--- src/rtl/bsplit_pkg.sv ---
package bsplit_pkg;
  typedef enum logic [2:0] {S_IDLE, S_CMD, S_LAT, S_DATA, S_GAP} seq_state_t;
  localparam logic [1:0] CODE_LONG = 2'b01;
  localparam int         HOT_C     = 85;
endpackage

--- src/rtl/bsplit_limit.sv ---
module bsplit_limit
  import bsplit_pkg::*;
#(
  parameter int CLK_MHZ = 100,
  parameter int CMD_CYC = 3,
  parameter int LAT_CYC = 6,
  parameter int LEN_W   = 16,
  parameter int CNT_W   = 10,
  parameter int TEMP_W  = 8
) (
  input  logic [1:0]        ref_code,
  input  logic              temp_mode,
  input  logic [TEMP_W-1:0] temp_c,
  output logic [LEN_W-1:0]  max_beats,
  output logic [CNT_W-1:0]  lim_cyc
);
  localparam int CYC_SHORT   = CLK_MHZ;
  localparam int CYC_LONG    = 4 * CLK_MHZ;
  localparam int MARGIN      = CMD_CYC + 2 * LAT_CYC + 1;
  localparam int BEATS_SHORT = CYC_SHORT - MARGIN;
  localparam int BEATS_LONG  = CYC_LONG - MARGIN;

  logic use_short;

  always_comb begin
    if (temp_mode) use_short = (temp_c >= TEMP_W'(HOT_C));
    else           use_short = (ref_code != CODE_LONG);
  end

  assign max_beats = use_short ? LEN_W'(BEATS_SHORT) : LEN_W'(BEATS_LONG);
  assign lim_cyc   = use_short ? CNT_W'(CYC_SHORT)   : CNT_W'(CYC_LONG);

  // a code other than the long one gives the short piece size
  always_comb begin
    if (!temp_mode && ref_code != CODE_LONG)
      p_code_fallback_r2: assert (max_beats < LEN_W'(BEATS_LONG));
  end

  // below the threshold the long piece size applies, whatever the code
  always_comb begin
    if (temp_mode && temp_c < TEMP_W'(HOT_C))
      p_temp_cool_r3: assert (lim_cyc == CNT_W'(CYC_LONG));
  end
endmodule

--- src/rtl/bsplit_track.sv ---
module bsplit_track #(
  parameter int ADDR_W = 24,
  parameter int LEN_W  = 16
) (
  input  logic              clk,
  input  logic              rst_n,
  input  logic              load,
  input  logic [ADDR_W-1:0] ld_addr,
  input  logic [LEN_W-1:0]  ld_len,
  input  logic              ld_write,
  input  logic              beat,
  output logic [ADDR_W-1:0] cur_addr,
  output logic [LEN_W-1:0]  remaining,
  output logic              write_q
);
  always_ff @(posedge clk or negedge rst_n) begin
    if (!rst_n) begin
      cur_addr  <= '0;
      remaining <= '0;
      write_q   <= 1'b0;
    end else if (load) begin
      cur_addr  <= ld_addr;
      remaining <= ld_len;
      write_q   <= ld_write;
    end else if (beat) begin
      cur_addr  <= cur_addr + ADDR_W'(1);
      remaining <= remaining - LEN_W'(1);
    end
  end

  p_no_overrun_r8: assert property (@(posedge clk) disable iff (!rst_n)
    beat |-> remaining != '0);

  p_addr_step_r5: assert property (@(posedge clk) disable iff (!rst_n)
    beat |=> cur_addr == $past(cur_addr) + ADDR_W'(1));
endmodule

--- src/rtl/bsplit_seq.sv ---
module bsplit_seq
  import bsplit_pkg::*;
#(
  parameter int CMD_CYC = 3,
  parameter int LAT_CYC = 6,
  parameter int LEN_W   = 16,
  parameter int CNT_W   = 10,
  parameter int GAP_W   = 8
) (
  input  logic             clk,
  input  logic             rst_n,
  input  logic             req_valid,
  input  logic [LEN_W-1:0] req_len,
  input  logic [LEN_W-1:0] remaining,
  input  logic [LEN_W-1:0] max_beats,
  input  logic [CNT_W-1:0] lim_cyc,
  input  logic             lat_ext,
  input  logic [GAP_W-1:0] gap_cyc,
  output logic             req_ready,
  output logic             load,
  output logic             mem_cs,
  output logic             mem_cmd,
  output logic [LEN_W-1:0] piece_len,
  output logic             beat,
  output logic             done
);
  localparam logic [CNT_W-1:0] CMD_LAST = CNT_W'(CMD_CYC - 1);
  localparam logic [CNT_W-1:0] LAT_ONE  = CNT_W'(LAT_CYC);
  localparam logic [CNT_W-1:0] LAT_TWO  = CNT_W'(2 * LAT_CYC);

  seq_state_t       state;
  logic [CNT_W-1:0] cnt;
  logic [GAP_W-1:0] gcnt;
  logic [LEN_W-1:0] pcnt;
  logic [CNT_W-1:0] lim_q;
  logic             lat_q;
  logic [CNT_W-1:0] lat_len;
  logic [GAP_W-1:0] gap_eff;

  assign piece_len = (remaining < max_beats) ? remaining : max_beats;
  assign lat_len   = lat_q ? LAT_TWO : LAT_ONE;
  assign gap_eff   = (gap_cyc == '0) ? GAP_W'(1) : gap_cyc;

  assign req_ready = (state == S_IDLE);
  assign load      = req_ready && req_valid;
  assign mem_cs    = (state == S_CMD) || (state == S_LAT) || (state == S_DATA);
  assign mem_cmd   = (state == S_CMD) && (cnt == '0);
  assign beat      = (state == S_DATA);

  always_ff @(posedge clk or negedge rst_n) begin
    if (!rst_n) begin
      state <= S_IDLE;
      cnt   <= '0;
      gcnt  <= '0;
      pcnt  <= '0;
      lim_q <= '0;
      lat_q <= 1'b0;
      done  <= 1'b0;
    end else begin
      done <= 1'b0;
      unique case (state)
        S_IDLE: begin
          if (req_valid) begin
            if (req_len == '0) begin
              done <= 1'b1;
            end else begin
              state <= S_CMD;
              cnt   <= '0;
            end
          end
        end
        S_CMD: begin
          if (cnt == '0) begin
            lat_q <= lat_ext;
            pcnt  <= piece_len;
            lim_q <= lim_cyc;
          end else begin
            lat_q <= lat_q | lat_ext;
          end
          if (cnt == CMD_LAST) begin
            state <= S_LAT;
            cnt   <= '0;
          end else begin
            cnt <= cnt + CNT_W'(1);
          end
        end
        S_LAT: begin
          if (cnt == lat_len - CNT_W'(1)) begin
            state <= S_DATA;
            cnt   <= '0;
          end else begin
            cnt <= cnt + CNT_W'(1);
          end
        end
        S_DATA: begin
          pcnt <= pcnt - LEN_W'(1);
          if (pcnt == LEN_W'(1)) begin
            if (remaining == LEN_W'(1)) begin
              state <= S_IDLE;
              done  <= 1'b1;
            end else begin
              state <= S_GAP;
              gcnt  <= '0;
            end
          end
        end
        S_GAP: begin
          if (gcnt == gap_eff - GAP_W'(1)) begin
            state <= S_CMD;
            cnt   <= '0;
          end else begin
            gcnt <= gcnt + GAP_W'(1);
          end
        end
        default: state <= S_IDLE;
      endcase
    end
  end

  // Observation counters for the timing properties below
  logic [CNT_W-1:0] cs_run;
  logic [CNT_W-1:0] since_cmd;
  logic [GAP_W:0]   gap_run;

  always_ff @(posedge clk or negedge rst_n) begin
    if (!rst_n) begin
      cs_run    <= '0;
      since_cmd <= '0;
      gap_run   <= '0;
    end else begin
      if (!mem_cs) cs_run <= '0;
      else if (cs_run != '1) cs_run <= cs_run + CNT_W'(1);
      if (mem_cmd) since_cmd <= CNT_W'(1);
      else if (since_cmd != '1) since_cmd <= since_cmd + CNT_W'(1);
      if (mem_cs) gap_run <= '0;
      else if (gap_run != '1) gap_run <= gap_run + (GAP_W+1)'(1);
    end
  end

  p_cs_limit_r4: assert property (@(posedge clk) disable iff (!rst_n)
    (mem_cs && !mem_cmd) |-> cs_run < lim_q);

  p_latency_r6: assert property (@(posedge clk) disable iff (!rst_n)
    (beat && !$past(beat)) |-> since_cmd == CNT_W'(CMD_CYC) + lat_len);

  p_gap_r7: assert property (@(posedge clk) disable iff (!rst_n)
    (mem_cmd && $past(state) == S_GAP) |-> gap_run >= {1'b0, gap_eff});

  p_done_r9: assert property (@(posedge clk) disable iff (!rst_n)
    done |-> ($past(beat) || $past(load)) && !mem_cs);
endmodule

--- src/rtl/bsplit_top.sv ---
module bsplit_top #(
  parameter int CLK_MHZ = 100,
  parameter int ADDR_W  = 24,
  parameter int LEN_W   = 16,
  parameter int DATA_W  = 16,
  parameter int CMD_CYC = 3,
  parameter int LAT_CYC = 6,
  parameter int GAP_W   = 8,
  parameter int TEMP_W  = 8
) (
  input  logic              clk,
  input  logic              rst_n,
  input  logic              req_valid,
  output logic              req_ready,
  input  logic [ADDR_W-1:0] req_addr,
  input  logic [LEN_W-1:0]  req_len,
  input  logic              req_write,
  output logic              host_beat,
  input  logic [DATA_W-1:0] host_wdata,
  output logic [DATA_W-1:0] host_rdata,
  output logic              done,
  input  logic [1:0]        ref_code,
  input  logic              temp_mode,
  input  logic [TEMP_W-1:0] temp_c,
  input  logic [GAP_W-1:0]  gap_cyc,
  output logic              mem_cs,
  output logic              mem_cmd,
  output logic [ADDR_W-1:0] mem_addr,
  output logic [LEN_W-1:0]  mem_len,
  output logic              mem_write,
  input  logic              mem_lat_ext,
  output logic              mem_beat,
  output logic [DATA_W-1:0] mem_wdata,
  input  logic [DATA_W-1:0] mem_rdata
);
  localparam int CNT_W = $clog2(4 * CLK_MHZ + 1) + 1;

  logic [LEN_W-1:0] max_beats;
  logic [CNT_W-1:0] lim_cyc;
  logic [LEN_W-1:0] remaining;
  logic             load;
  logic             beat;

  bsplit_limit #(
    .CLK_MHZ(CLK_MHZ), .CMD_CYC(CMD_CYC), .LAT_CYC(LAT_CYC),
    .LEN_W(LEN_W), .CNT_W(CNT_W), .TEMP_W(TEMP_W)
  ) u_limit (
    .ref_code (ref_code),
    .temp_mode(temp_mode),
    .temp_c   (temp_c),
    .max_beats(max_beats),
    .lim_cyc  (lim_cyc)
  );

  bsplit_track #(.ADDR_W(ADDR_W), .LEN_W(LEN_W)) u_track (
    .clk      (clk),
    .rst_n    (rst_n),
    .load     (load),
    .ld_addr  (req_addr),
    .ld_len   (req_len),
    .ld_write (req_write),
    .beat     (beat),
    .cur_addr (mem_addr),
    .remaining(remaining),
    .write_q  (mem_write)
  );

  bsplit_seq #(
    .CMD_CYC(CMD_CYC), .LAT_CYC(LAT_CYC), .LEN_W(LEN_W),
    .CNT_W(CNT_W), .GAP_W(GAP_W)
  ) u_seq (
    .clk      (clk),
    .rst_n    (rst_n),
    .req_valid(req_valid),
    .req_len  (req_len),
    .remaining(remaining),
    .max_beats(max_beats),
    .lim_cyc  (lim_cyc),
    .lat_ext  (mem_lat_ext),
    .gap_cyc  (gap_cyc),
    .req_ready(req_ready),
    .load     (load),
    .mem_cs   (mem_cs),
    .mem_cmd  (mem_cmd),
    .piece_len(mem_len),
    .beat     (beat),
    .done     (done)
  );

  assign mem_beat   = beat;
  assign host_beat  = beat;
  assign mem_wdata  = host_wdata;
  assign host_rdata = mem_rdata;
endmodule

--- config.mk ---
export PLATFORM = sky130hd
export DESIGN_NAME = bsplit_top
export DESIGN_NICKNAME = d
export VERILOG_FILES = /design/src/rtl/bsplit_pkg.sv /design/src/rtl/bsplit_limit.sv /design/src/rtl/bsplit_track.sv /design/src/rtl/bsplit_seq.sv /design/src/rtl/bsplit_top.sv
export SDC_FILE = /design/constraint.sdc
export NUM_CORES = 1
export LEC_CHECK = 0
export CAP_MARGIN = 20
export CORE_MARGIN = 3
export CORE_UTILIZATION = 35
export DETAILED_ROUTE_END_ITERATION = 6
export GPL_TIMING_DRIVEN = 1
export MAX_ROUTING_LAYER = met4
export PLACE_DENSITY = 0.65
export SYNTH_ARGS = -nofsm -noshare
export SYNTH_HDL_FRONTEND = slang
export SYNTH_SLANG_ARGS = --single-unit
--- constraint.sdc ---
create_clock -name clk -period 3.6 [get_ports clk]
set_input_delay 0.9 -clock clk [delete_from_list [all_inputs] [get_ports clk]]
set_output_delay 0.9 -clock clk [all_outputs]
set_load 0.005 [all_outputs]
==> run metrics <==
status=finished with violations; violated checks=setup timing; dominant cell type by area after synthesis=dfrtp_1; Initial Util=36.0%; Post-DP HPWL=10.7 mm; CP Buf/Inv Count=3; CP delay by family, top=compound AO/OA/AOI/OAI gates; area of the multi-input gates=3050 µm²; CTS tree=yes; worst slew pin tran=0.894 ns; CP peak stage delay=0.27 ns; Sinks on Clock Net=80; Final min period=3.90 ns; VDD IR max=0.332 mV; Synth Flop Type=dfrtp_1; Synth Instances=608; Remaining Overflow, GRT=0; Clk pwr share=18.7%; FFs w/ async S/R, synth=100%; first drt pass iteration count=5; Yosys cell types=65; vias in the first global route=5033; register area share after synthesis=38.1%; Max-slew headroom=40.2%; Setup Skew=0.00471 ns; Hold WS=0.455 ns; via density per instance=5.69; Final ANT Viol Nets=0; Layout area overhead=33.7%; CTS Hold Buffers Added=0; FF/Latch Area=2000 µm²; TritonCTS buffer count=9; LEAKAGE=2.98 nW; Cell Pwr Density=718 nW/µm²; fin crit share=108%; via count=5155; critical path's slowest cell=nor4_4; # nets final=826; filler instances=1335; drt total wl=15.3 mm; Synth Register Bits=80; final RePlAce weighted congestion=0.879; placed standard-cell area=6430 µm²; maxcap violations=0; share of cells above drive strength 1=18.2%; total core area=14600 µm²; CP Cell Sequence=buf_6, o211a_1, o21ai_2, a22oi_2, buf_4, ha_4, a21oi_2, nand2_2, nor4_4, a21o_1, nor2_4, a21o_1, buf_2; NetSw=2.08 mW; Worst Hold Class=primary input to asynchronous set/reset pin; internal power=2.96 mW; EDFF count, synth=0; CTS root buffer=clkbuf_16; DRT iter0 DRCs=326; Final Cell Area=7030 µm²; Ys Warns=0; Post-Syn Area=5260 µm²; die area=16500 µm²; Worst Path Arrival=3.00 ns; RSZ-0062 raised after global routing=true; CTS clk-pin slew, worst paths=0.06 ns; clk buf depth=2; max-slew violation count=0; Max FO, Critical Path=5; Final WS setup=-0.303 ns; CTS H-tree depth=3; Critical Path Most Common Cell=a21o_1; first-pass GRT wire length=25.3 mm; switching share of power=41.3%; Final Power=5.05 mW; Comb power frac=47.4%; fmax=256 MHz; Startpoint Class=primary input; Die W=129 µm; sequential share of power=33.9%; Setup Viol. Count Final=9; CP Capture Type=primary output; worst-skew pair later-pin latency=0.34 ns; Avg WL per Cell=16.9 µm; area share of the largest cell type after synthesis=38.1%; I/O Pins=175; Final Hold Vio Count=0; Port Buffer Count=103; syn_area_per_cell=8.65 µm²; Vert. Die Dim=129 µm; initial antenna violation count=1; row count=44; GR Util All Layers=19.3%; dominant cells by area after synthesis=dfrtp_1 38%, buf_4 5.7%, nand2_1 5.6%, o21ai_0 4.2%, ha_1 3.3%; critical path type=primary input to primary output; drc violations=0; pin count of the biggest net entering global routing=81; WP data required=2.70 ns
## synth_stat cells, types with 4 or more instances
library cell	n
a21oi_1	17
o31ai_1	5
xor2_1	7
nor3b_1	8
a21o_1	12
or4_1	10
clkbuf_1	22
o311ai_0	16
a22o_1	4
a22oi_1	8
nor3_1	16
nor2_1	40
inv_1	19
xnor2_1	7
and2_1	6
and3_1	10
o21ai_0	44
ha_1	14
nand4_1	4
or3_1	8
a211o_1	4
buf_4	40
a31oi_1	5
nor4_1	12
o211ai_1	14
dfrtp_1	80
a221o_1	11
nand2b_1	7
nand3_1	27
nand2_1	79
## worst reg2reg max path: cells and delay by family, from the launching register on
kind,cells,cell delay [ns]
AND/OR/NAND/NOR,4,2.11
AO/OA/AOI/OAI,2,0.37
flip-flops,1,0.43
## metal layers
metal  routed length (µm)  up-vias  track usage [%]
li1                     -     2438                -
met1                 6570     2503             23.8
met2                 7400      163             30.5
met3                  808       51             4.28
met4                  512        0             8.40
met5                    0        -                -
## cell type report
type                       count  area share [%]
multi-input combinational    452            43.4
sequential                    80            28.5
timing repair buffer         154            19.4
clock buffer                  11            3.59
tap                          184            3.27
inverter                      19            1.01
clock inverter                 5           0.783
antenna                        1          0.0356
## timing repair
action	CTS	global route
cloned	1	0
endpoints found under the setup margin	29	19
gates resized for setup	120	6
buffers inserted	16	5
pin swaps	30	24
## cells in the final DEF, fill, tap and decap left out, drive strengths merged, types with 10 or more instances in the layout
cell / Yosys / layout
o211ai: 14 / 14
clkbuf: 22 / 11
or4: 12 / 12
inv: 19 / 19
a221o: 11 / 11
dfrtp: 80 / 80
nor3: 17 / 17
a21o: 12 / 12
and3: 10 / 10
nand3: 27 / 27
nor2: 40 / 40
nor4: 13 / 13
clkdlybuf4s50: 0 / 75
o21ai: 45 / 45
ha: 14 / 14
buf: 42 / 71
nand2: 79 / 79
a21oi: 17 / 17
o311ai: 17 / 17
## through the flow
stage          setup WS, ns  instances  utilization [%]  TNS, ns
6_report             -0.303        906             48.2    -1.97
3_3_place_gp         -0.994        868             44.1   -18.34
4_1_cts              -0.258        901             47.8    -1.64
3_5_place_dp          -1.14        868             44.1   -20.98
2_1_floorplan       -0.0197        614                -  -0.0622
5_1_grt              -0.399        906             48.2    -2.76
## state kept, by name (all words and copies together) (netlist names)
| name | cells |
|---|---|
| u_seq.gcnt | 8 |
| u_seq.done | 1 |
| u_seq.pcnt | 16 |
| u_track.write_q | 1 |
| u_seq.lat_q | 1 |
| u_seq.state | 3 |
| u_seq.cnt | 10 |
| u_track.remaining | 16 |
| u_track.cur_addr | 24 |
## power groups by stage
stage / combinational (mW) / clock (mW) / sequential [mW]
floorplan: 1.35 / 0 / 1.55
global placement: 2.15 / 0 / 1.68
detailed placement: 2.21 / 0 / 1.69
CTS: 2.35 / 0.962 / 1.69
global route: 2.65 / 1.00 / 1.77
finish: 2.39 / 0.946 / 1.71
## cells by family after synthesis
kind of cell               after synthesis  synth area share [%]
and+or+nand+nor                        250                  24.6
adders and majority gates               14                  3.33
buffers and inverters                   83                  8.81
muxes                                    5                  1.02
other                                    1                0.0713
xor gates and xnor gates                14                  2.33
DFF                                     80                  38.1
AOI/OAI and AO/OA                      161                  21.8
## final timing paths
path / startpoint / end / slack [ns] / cells past startpoint
min reg2reg: u_track.write_q / u_track.write_q / 0.50 / 2
min in group clk: u_track.write_q / u_track.write_q / 0.50 / 2
max reg2reg: u_seq.pcnt[3] / u_seq.gcnt[5] / 0.56 / 6
min: rst_n / u_track.write_q / 0.46 / 1
max: temp_c[0] / mem_len[4] / -0.30 / 13
max in group asynchronous: rst_n / u_seq.cnt[4] / 2.55 / 2
No activity file was read; power rests on OpenSTA's default activity.
